===== src/rtl/wl_train_pkg.sv =====
package wl_train_pkg;

    typedef enum logic [3:0] {
        ST_IDLE     = 4'd0,
        ST_SCAN     = 4'd1,
        ST_MR1      = 4'd2,
        ST_MR2      = 4'd3,
        ST_ODTLD    = 4'd4,
        ST_WMOD     = 4'd5,
        ST_SEED     = 4'd6,
        ST_WODT_ON  = 4'd7,
        ST_TRAIN    = 4'd8,
        ST_CAPT     = 4'd9,
        ST_WODT_OFF = 4'd10,
        ST_DONE     = 4'd11
    } wl_state_e;

    localparam logic [1:0] MR_SEL_1 = 2'd1;
    localparam logic [1:0] MR_SEL_2 = 2'd2;

endpackage


===== src/rtl/wl_cs_scan.sv =====
module wl_cs_scan #(
    parameter int NUM_CS = 4,
    parameter int IDX_W  = 3,
    parameter int CS_W   = 2
) (
    input  logic [NUM_CS-1:0] mask_i,
    input  logic [IDX_W-1:0]  from_i,
    output logic              found_o,
    output logic [CS_W-1:0]   idx_o
);

    // Lowest populated chip select at or above from_i.
    always_comb begin
        found_o = 1'b0;
        idx_o   = '0;
        for (int i = NUM_CS - 1; i >= 0; i--) begin
            if (mask_i[i] && (IDX_W'(i) >= from_i)) begin
                found_o = 1'b1;
                idx_o   = CS_W'(i);
            end
        end
    end

endmodule


===== src/rtl/wl_wait_timer.sv =====
module wl_wait_timer #(
    parameter int W = 8
) (
    input  logic         clk_i,
    input  logic         rst_ni,
    input  logic         load_i,
    input  logic [W-1:0] load_val_i,
    output logic         zero_o
);

    logic [W-1:0] cnt_d, cnt_q;

    always_comb begin
        cnt_d = cnt_q;
        if (load_i) begin
            cnt_d = load_val_i;
        end else if (cnt_q != '0) begin
            cnt_d = cnt_q - 1'b1;
        end
    end

    always_ff @(posedge clk_i or negedge rst_ni) begin
        if (!rst_ni) begin
            cnt_q <= '0;
        end else begin
            cnt_q <= cnt_d;
        end
    end

    assign zero_o = (cnt_q == '0);

    // an unloaded, non-zero count steps down by exactly one
    assert_count_down_R6: assert property (@(posedge clk_i) disable iff (!rst_ni)
        (!load_i && !zero_o) |=> (cnt_q == $past(cnt_q) - 1'b1));

endmodule


===== src/rtl/wl_train_seq.sv =====
module wl_train_seq
    import wl_train_pkg::*;
#(
    parameter int NUM_CS      = 4,
    parameter int CS_PER_DIMM = 2,
    parameter int MOD_WAIT    = 40,
    parameter int ODT_WAIT    = 10,
    parameter int TRAIN_WAIT  = 200,
    localparam int NUM_DIMM   = NUM_CS / CS_PER_DIMM,
    localparam int DIMM_W     = (NUM_DIMM > 1) ? $clog2(NUM_DIMM) : 1,
    localparam int CS_W       = (NUM_CS > 1) ? $clog2(NUM_CS) : 1
) (
    input  logic              clk_i,
    input  logic              rst_ni,
    input  logic              start_i,
    input  logic [DIMM_W-1:0] target_i,
    input  logic [NUM_CS-1:0] cs_mask_i,
    input  logic              nibble_mode_i,
    output logic              mrs_req_o,
    output logic [1:0]        mrs_bank_o,
    output logic [CS_W-1:0]   mrs_cs_o,
    output logic              mrs_wl_o,
    output logic              mrs_qoff_o,
    input  logic              mrs_ack_i,
    output logic              odt_load_o,
    output logic [DIMM_W-1:0] odt_dimm_o,
    output logic              seed_o,
    output logic              odt_en_o,
    output logic              train_en_o,
    output logic              capture_o,
    output logic              nibble_o,
    output logic              busy_o,
    output logic              done_o
);

    localparam int IDX_W  = CS_W + 1;
    localparam int MAX_AB = (MOD_WAIT > ODT_WAIT) ? MOD_WAIT : ODT_WAIT;
    localparam int MAX_W  = (TRAIN_WAIT > MAX_AB) ? TRAIN_WAIT : MAX_AB;
    localparam int TMR_W  = $clog2(MAX_W) + 1;

    typedef struct packed {
        wl_state_e         state;
        logic [IDX_W-1:0]  cs_next;
        logic [CS_W-1:0]   cs_cur;
        logic [DIMM_W-1:0] target;
        logic [NUM_CS-1:0] mask;
        logic              nib_mode;
        logic              nibble;
        logic              wl_phase;
    } seq_t;

    seq_t q, d;

    logic             tmr_load;
    logic [TMR_W-1:0] tmr_val;
    logic             tmr_zero;
    logic             scan_found;
    logic [CS_W-1:0]  scan_idx;
    logic             cur_is_target;

    wl_cs_scan #(
        .NUM_CS (NUM_CS),
        .IDX_W  (IDX_W),
        .CS_W   (CS_W)
    ) u_scan (
        .mask_i  (q.mask),
        .from_i  (q.cs_next),
        .found_o (scan_found),
        .idx_o   (scan_idx)
    );

    wl_wait_timer #(
        .W (TMR_W)
    ) u_timer (
        .clk_i      (clk_i),
        .rst_ni     (rst_ni),
        .load_i     (tmr_load),
        .load_val_i (tmr_val),
        .zero_o     (tmr_zero)
    );

    always_comb begin
        d        = q;
        tmr_load = 1'b0;
        tmr_val  = '0;
        unique case (q.state)
            ST_IDLE: begin
                if (start_i) begin
                    d.state    = ST_SCAN;
                    d.target   = target_i;
                    d.mask     = cs_mask_i;
                    d.nib_mode = nibble_mode_i;
                    d.nibble   = 1'b0;
                    d.wl_phase = 1'b1;
                    d.cs_next  = '0;
                end
            end
            ST_SCAN: begin
                if (scan_found) begin
                    d.cs_cur = scan_idx;
                    d.state  = ST_MR1;
                end else if (q.wl_phase) begin
                    d.state = ST_ODTLD;
                end else begin
                    d.state = ST_DONE;
                end
            end
            ST_MR1: begin
                if (mrs_ack_i) begin
                    d.state = ST_MR2;
                end
            end
            ST_MR2: begin
                if (mrs_ack_i) begin
                    d.cs_next = IDX_W'(q.cs_cur) + 1'b1;
                    d.state   = ST_SCAN;
                end
            end
            ST_ODTLD: begin
                tmr_load = 1'b1;
                tmr_val  = TMR_W'(MOD_WAIT - 1);
                d.state  = ST_WMOD;
            end
            ST_WMOD: begin
                if (tmr_zero) begin
                    d.state = ST_SEED;
                end
            end
            ST_SEED: begin
                tmr_load = 1'b1;
                tmr_val  = TMR_W'(ODT_WAIT - 1);
                d.state  = ST_WODT_ON;
            end
            ST_WODT_ON: begin
                if (tmr_zero) begin
                    tmr_load = 1'b1;
                    tmr_val  = TMR_W'(TRAIN_WAIT - 1);
                    d.state  = ST_TRAIN;
                end
            end
            ST_TRAIN: begin
                if (tmr_zero) begin
                    d.state = ST_CAPT;
                end
            end
            ST_CAPT: begin
                tmr_load = 1'b1;
                tmr_val  = TMR_W'(ODT_WAIT - 1);
                d.state  = ST_WODT_OFF;
            end
            ST_WODT_OFF: begin
                if (tmr_zero) begin
                    d.cs_next = '0;
                    d.state   = ST_SCAN;
                    if (q.nib_mode && !q.nibble) begin
                        d.nibble = 1'b1;
                    end else begin
                        d.wl_phase = 1'b0;
                    end
                end
            end
            ST_DONE: begin
                d.state = ST_IDLE;
            end
            default: begin
                d.state = ST_IDLE;
            end
        endcase
    end

    always_ff @(posedge clk_i or negedge rst_ni) begin
        if (!rst_ni) begin
            q <= '0;
        end else begin
            q <= d;
        end
    end

    assign cur_is_target = (DIMM_W'(int'(q.cs_cur) / CS_PER_DIMM) == q.target);

    assign mrs_req_o  = (q.state == ST_MR1) || (q.state == ST_MR2);
    assign mrs_bank_o = (q.state == ST_MR2) ? MR_SEL_2 : ((q.state == ST_MR1) ? MR_SEL_1 : 2'd0);
    assign mrs_cs_o   = q.cs_cur;
    assign mrs_wl_o   = (q.state == ST_MR1) && q.wl_phase && cur_is_target;
    assign mrs_qoff_o = (q.state == ST_MR1) && q.wl_phase && !cur_is_target;
    assign odt_load_o = (q.state == ST_ODTLD);
    assign odt_dimm_o = q.target;
    assign seed_o     = (q.state == ST_SEED);
    assign odt_en_o   = (q.state == ST_WODT_ON) || (q.state == ST_TRAIN) || (q.state == ST_CAPT);
    assign train_en_o = (q.state == ST_TRAIN);
    assign capture_o  = (q.state == ST_CAPT);
    assign nibble_o   = q.nibble;
    assign busy_o     = (q.state != ST_IDLE);
    assign done_o     = (q.state == ST_DONE);

    // a pending request keeps its rank and register until acknowledged
    assert_req_hold_R3: assert property (@(posedge clk_i) disable iff (!rst_ni)
        (mrs_req_o && !mrs_ack_i) |=> (mrs_req_o && $stable(mrs_cs_o) && $stable(mrs_bank_o)));

    // no mode-register traffic while the phy is driven for training
    assert_quiet_bus_R3: assert property (@(posedge clk_i) disable iff (!rst_ni)
        (odt_en_o || odt_load_o || seed_o) |-> !mrs_req_o);

    // the two MR1 flags never coincide
    assert_flags_excl_R4: assert property (@(posedge clk_i) disable iff (!rst_ni)
        !(mrs_wl_o && mrs_qoff_o));

    // training only under write-leveling ODT
    assert_train_in_odt_R7: assert property (@(posedge clk_i) disable iff (!rst_ni)
        train_en_o |-> odt_en_o);

    // ODT was already settling when training starts
    assert_train_after_odt_R7: assert property (@(posedge clk_i) disable iff (!rst_ni)
        $rose(train_en_o) |-> $past(odt_en_o));

    // capture follows the fall of training with ODT still on
    assert_capture_order_R8: assert property (@(posedge clk_i) disable iff (!rst_ni)
        capture_o |-> ($past(train_en_o) && !train_en_o && odt_en_o));

    // done lasts one cycle and leaves the block idle
    assert_done_pulse_R11: assert property (@(posedge clk_i) disable iff (!rst_ni)
        done_o |=> (!done_o && !busy_o));

endmodule


===== config.mk =====
export PLATFORM = sky130hd
export DESIGN_NAME = wl_train_seq
export DESIGN_NICKNAME = d
export VERILOG_FILES = /design/src/rtl/wl_train_pkg.sv /design/src/rtl/wl_cs_scan.sv /design/src/rtl/wl_wait_timer.sv /design/src/rtl/wl_train_seq.sv
export SDC_FILE = /design/constraint.sdc
export NUM_CORES = 1
export LEC_CHECK = 0
export BUFFER_PORTS_ARGS = -buffer_cell sky130_fd_sc_hd__buf_2
export CAP_MARGIN = 20
export CORE_ASPECT_RATIO = 1.4
export CORE_MARGIN = 5
export CORE_UTILIZATION = 31
export DETAILED_ROUTE_END_ITERATION = 8
export SYNTH_ARGS = -nofsm -noshare
export SYNTH_HDL_FRONTEND = slang
export SYNTH_SLANG_ARGS = --single-unit

===== constraint.sdc =====
create_clock -name clk_i -period 5.7 [get_ports clk_i]
set_clock_uncertainty 0.1 [all_clocks]
set_input_delay 0.855 -clock clk_i [delete_from_list [all_inputs] [get_ports clk_i]]
set_output_delay 0.855 -clock clk_i [all_outputs]
set_load 0.01 [all_outputs]

==> metrics <==
Worst Path Max Fanout=20; syn_nets=190; DRT antenna net count=0; Slew @ Worst Pin=just over 0.6 ns; sequential-to-total area share from yosys stat=39.85%; Compound-Gate Fraction of Synth Area=22.76%; placed cell area=between 1500 and 2000 µm²; leading area contributor after synthesis=dfrtp_1; final setup violation count=0; Worst R2R Setup Slack=3.54 ns; Worst Hold Class=reg2reg; count of final hold-check violations=0; total CTS buffers=3; vias per cell=~5.3; Iter 0 DRT Violations=39; CP required=around 4.7 ns; Syn-to-layout area delta=12.34%; final total power=between 1 and 1.5 mW; hold depth=1; Die X=71.34 µm; Async SR Flop Fraction=100.0%; io pins=26; overall die height=between 90 and 100 µm; DPL Wire Length=about 3.0 mm; grt ovf=0; Avg WL per Cell=~15 µm; most common cell after layout, fill and taps aside=dfrtp_1; fin crit share=between 40% and 50%; GRT Util Overall=a little under an eighth; Pre-Repair DR Iteration Count=4; Sink Count=26; Synth Area per Inst=a little over 9 µm²; diodes inserted=0; #FFs+latches synth=26; Pleak=0.7922 nW; post-route minimum period=about 2.8 ns; CTS tree=done; outcome=finished clean; CP arrival=roughly 1.9 ns; mux share of post-synthesis cell area=under 10%; share of the synthesized area in the top cell type=between 30% and 40%; largest family of logic cells by synthesized area=compound AO/OA/AOI/OAI gates; CTS H-tree depth=1; post-CTS setup buffer count=0; initial antenna violation count=0; Worst-path clk slew=around 0.090 ns; PostCTS Resize Cnt=0; starting density of the core=approximately a third; largest net degree at the start of global routing=27; DIE AREA=between 6000 and 7000 µm²; CP startpoint kind=register; post-route cell area=1834 µm²; Max-cap violations=0; # fillers=561; simple-gate portion of the synthesized area=between 20% and 30%; worst-case reg-to-reg path depth=4; nets=about 210; Post-Synth Adder-Cell Area=2.299%; port bufs=25; fin. max-slew vios=0; core region area=just over 5000 µm²; WHS Endpoint=q[10]; Final TNS setup=0 ns; number of hold buffers added after CTS=0; most frequent cells in the layout=26 x dfrtp_1, 25 x buf_2, 17 x nor2_1; Slew Limit Headroom=between 50% and 60%; Crit Path Class=reg2out; PwrDens=between 600 and 700 nW/µm²; EDFF count, synth=0; RSZ-0062 raised after global routing=false; first-pass GRT wire length=around 6.6 mm; largest cells by area after synthesis=dfrtp_1 40%, mux2_1 5.5%, a21oi_1 4.3%; clk buf depth=2; latest clock arrival within the worst-skew pair=around 0.27 ns; num rows=31; final WL=about 3.9 mm; Gate Count Post-Synth=177; detailed-route via count=~1400; CTS root buffer=clkbuf_8; hold path startpoint=q[10]; synthesized cell area=about 1600 µm²; post-layout util=a little over a third; maximum clock rate=355.5 MHz; Cell variety after synth=52; gpl congestion=approximately 0.82; CP endpoint kind=output port; worst reg2reg endpoint=q[12]; R2R Path Start=q[14]; synth warn=0; peak supply drop=around 270 µV; vias in the first global route=1429; Synth Area in XOR/XNOR=~2.7%; ys flop type=dfrtp_1; Post-route DRC=0; fraction of layout cells with a size suffix above 1=approximately a fifth
[layout make-up]
class                   instances  area, µm²  area share (%)
inverters                       9      33.78           1.842
multi-input cells             133      900.9           49.11
repair buffers                 25      125.1           6.821
well taps                      66      82.58           4.502
flip-flops and latches         26      650.6           35.47
clock buffers                   3      41.29           2.251
[worst max-delay path, cell delays in order, from the launching register on]
cell      delay (ns)
dfrtp_1         0.72
nand2b_1        0.22
nor3_1          0.32
and3_1          0.21
buf_2           0.12
[synth_stat cells, types with 2 or more instances]
cell	n
a21oi_1	14
a32o_1	2
and3_1	3
buf_2	5
buf_4	2
dfrtp_1	26
ha_1	3
inv_1	7
inv_2	2
mux2_1	8
nand2_1	12
nand2b_1	5
nand3_1	3
nor2_1	17
nor2b_1	4
nor3_1	7
nor4_2	2
o21a_1	2
o21ai_0	3
o21ai_1	8
o22a_1	2
o22ai_1	3
o2bb2ai_1	2
o31ai_1	2
or3_1	3
xnor2_1	4
[layer usage]
metal,track usage [%],up-vias,wire (µm)
met5,0,-,0
met4,3.292,0,42
met3,2.090,7,159
met2,22.16,34,2032
met1,14.10,663,1641
li1,-,684,-
[flip-flops by register name, summed over array words and instances, names as in the netlist]
register and count:
q 13, mrs_cs_o 2, nibble_o 1, odt_dimm_o 1, u_timer.cnt_q 9
[report_power, final]
group | leakage [nW] | switching [mW] | internal [mW]
clock network | 0.0216 | 0.0567 | 0.0474
logic | 0.450 | 0.304 | 0.273
registers | 0.320 | 0.147 | 0.277
[worst max-delay path by stage]
stage,start,depth (start not counted),slack (ns),to
finish,q[14],4,2.89,mrs_wl_o
global route,q[14],4,2.73,mrs_wl_o
CTS,q[14],4,2.93,mrs_wl_o
detailed placement,q[14],4,3.26,mrs_qoff_o
global placement,q[14],4,3.30,mrs_qoff_o
floorplan,q[13],4,3.47,mrs_qoff_o
[per-stage QoR]
| stage | setup slack (ns) | hold slack (ns) | cells |
|---|---|---|---|
| global route | 2.726 | 0.4409 | 262 |
| detailed placement | 3.256 | 0.3883 | 259 |
| CTS | 2.932 | 0.4102 | 262 |
| finish | 2.887 | 0.4099 | 262 |
| global placement | 3.298 | 0.3765 | 259 |
| floorplan | 3.465 | 0.3561 | 177 |
[kinds of logic after synthesis]
kind of cell / Yosys count
AOI/OAI and AO/OA: 52
xor gates and xnor gates: 5
adders and majority gates: 3
buffers and inverters: 18
DFF: 26
muxes: 9
and+or+nand+nor: 64
(Power assumes the default switching activity.)
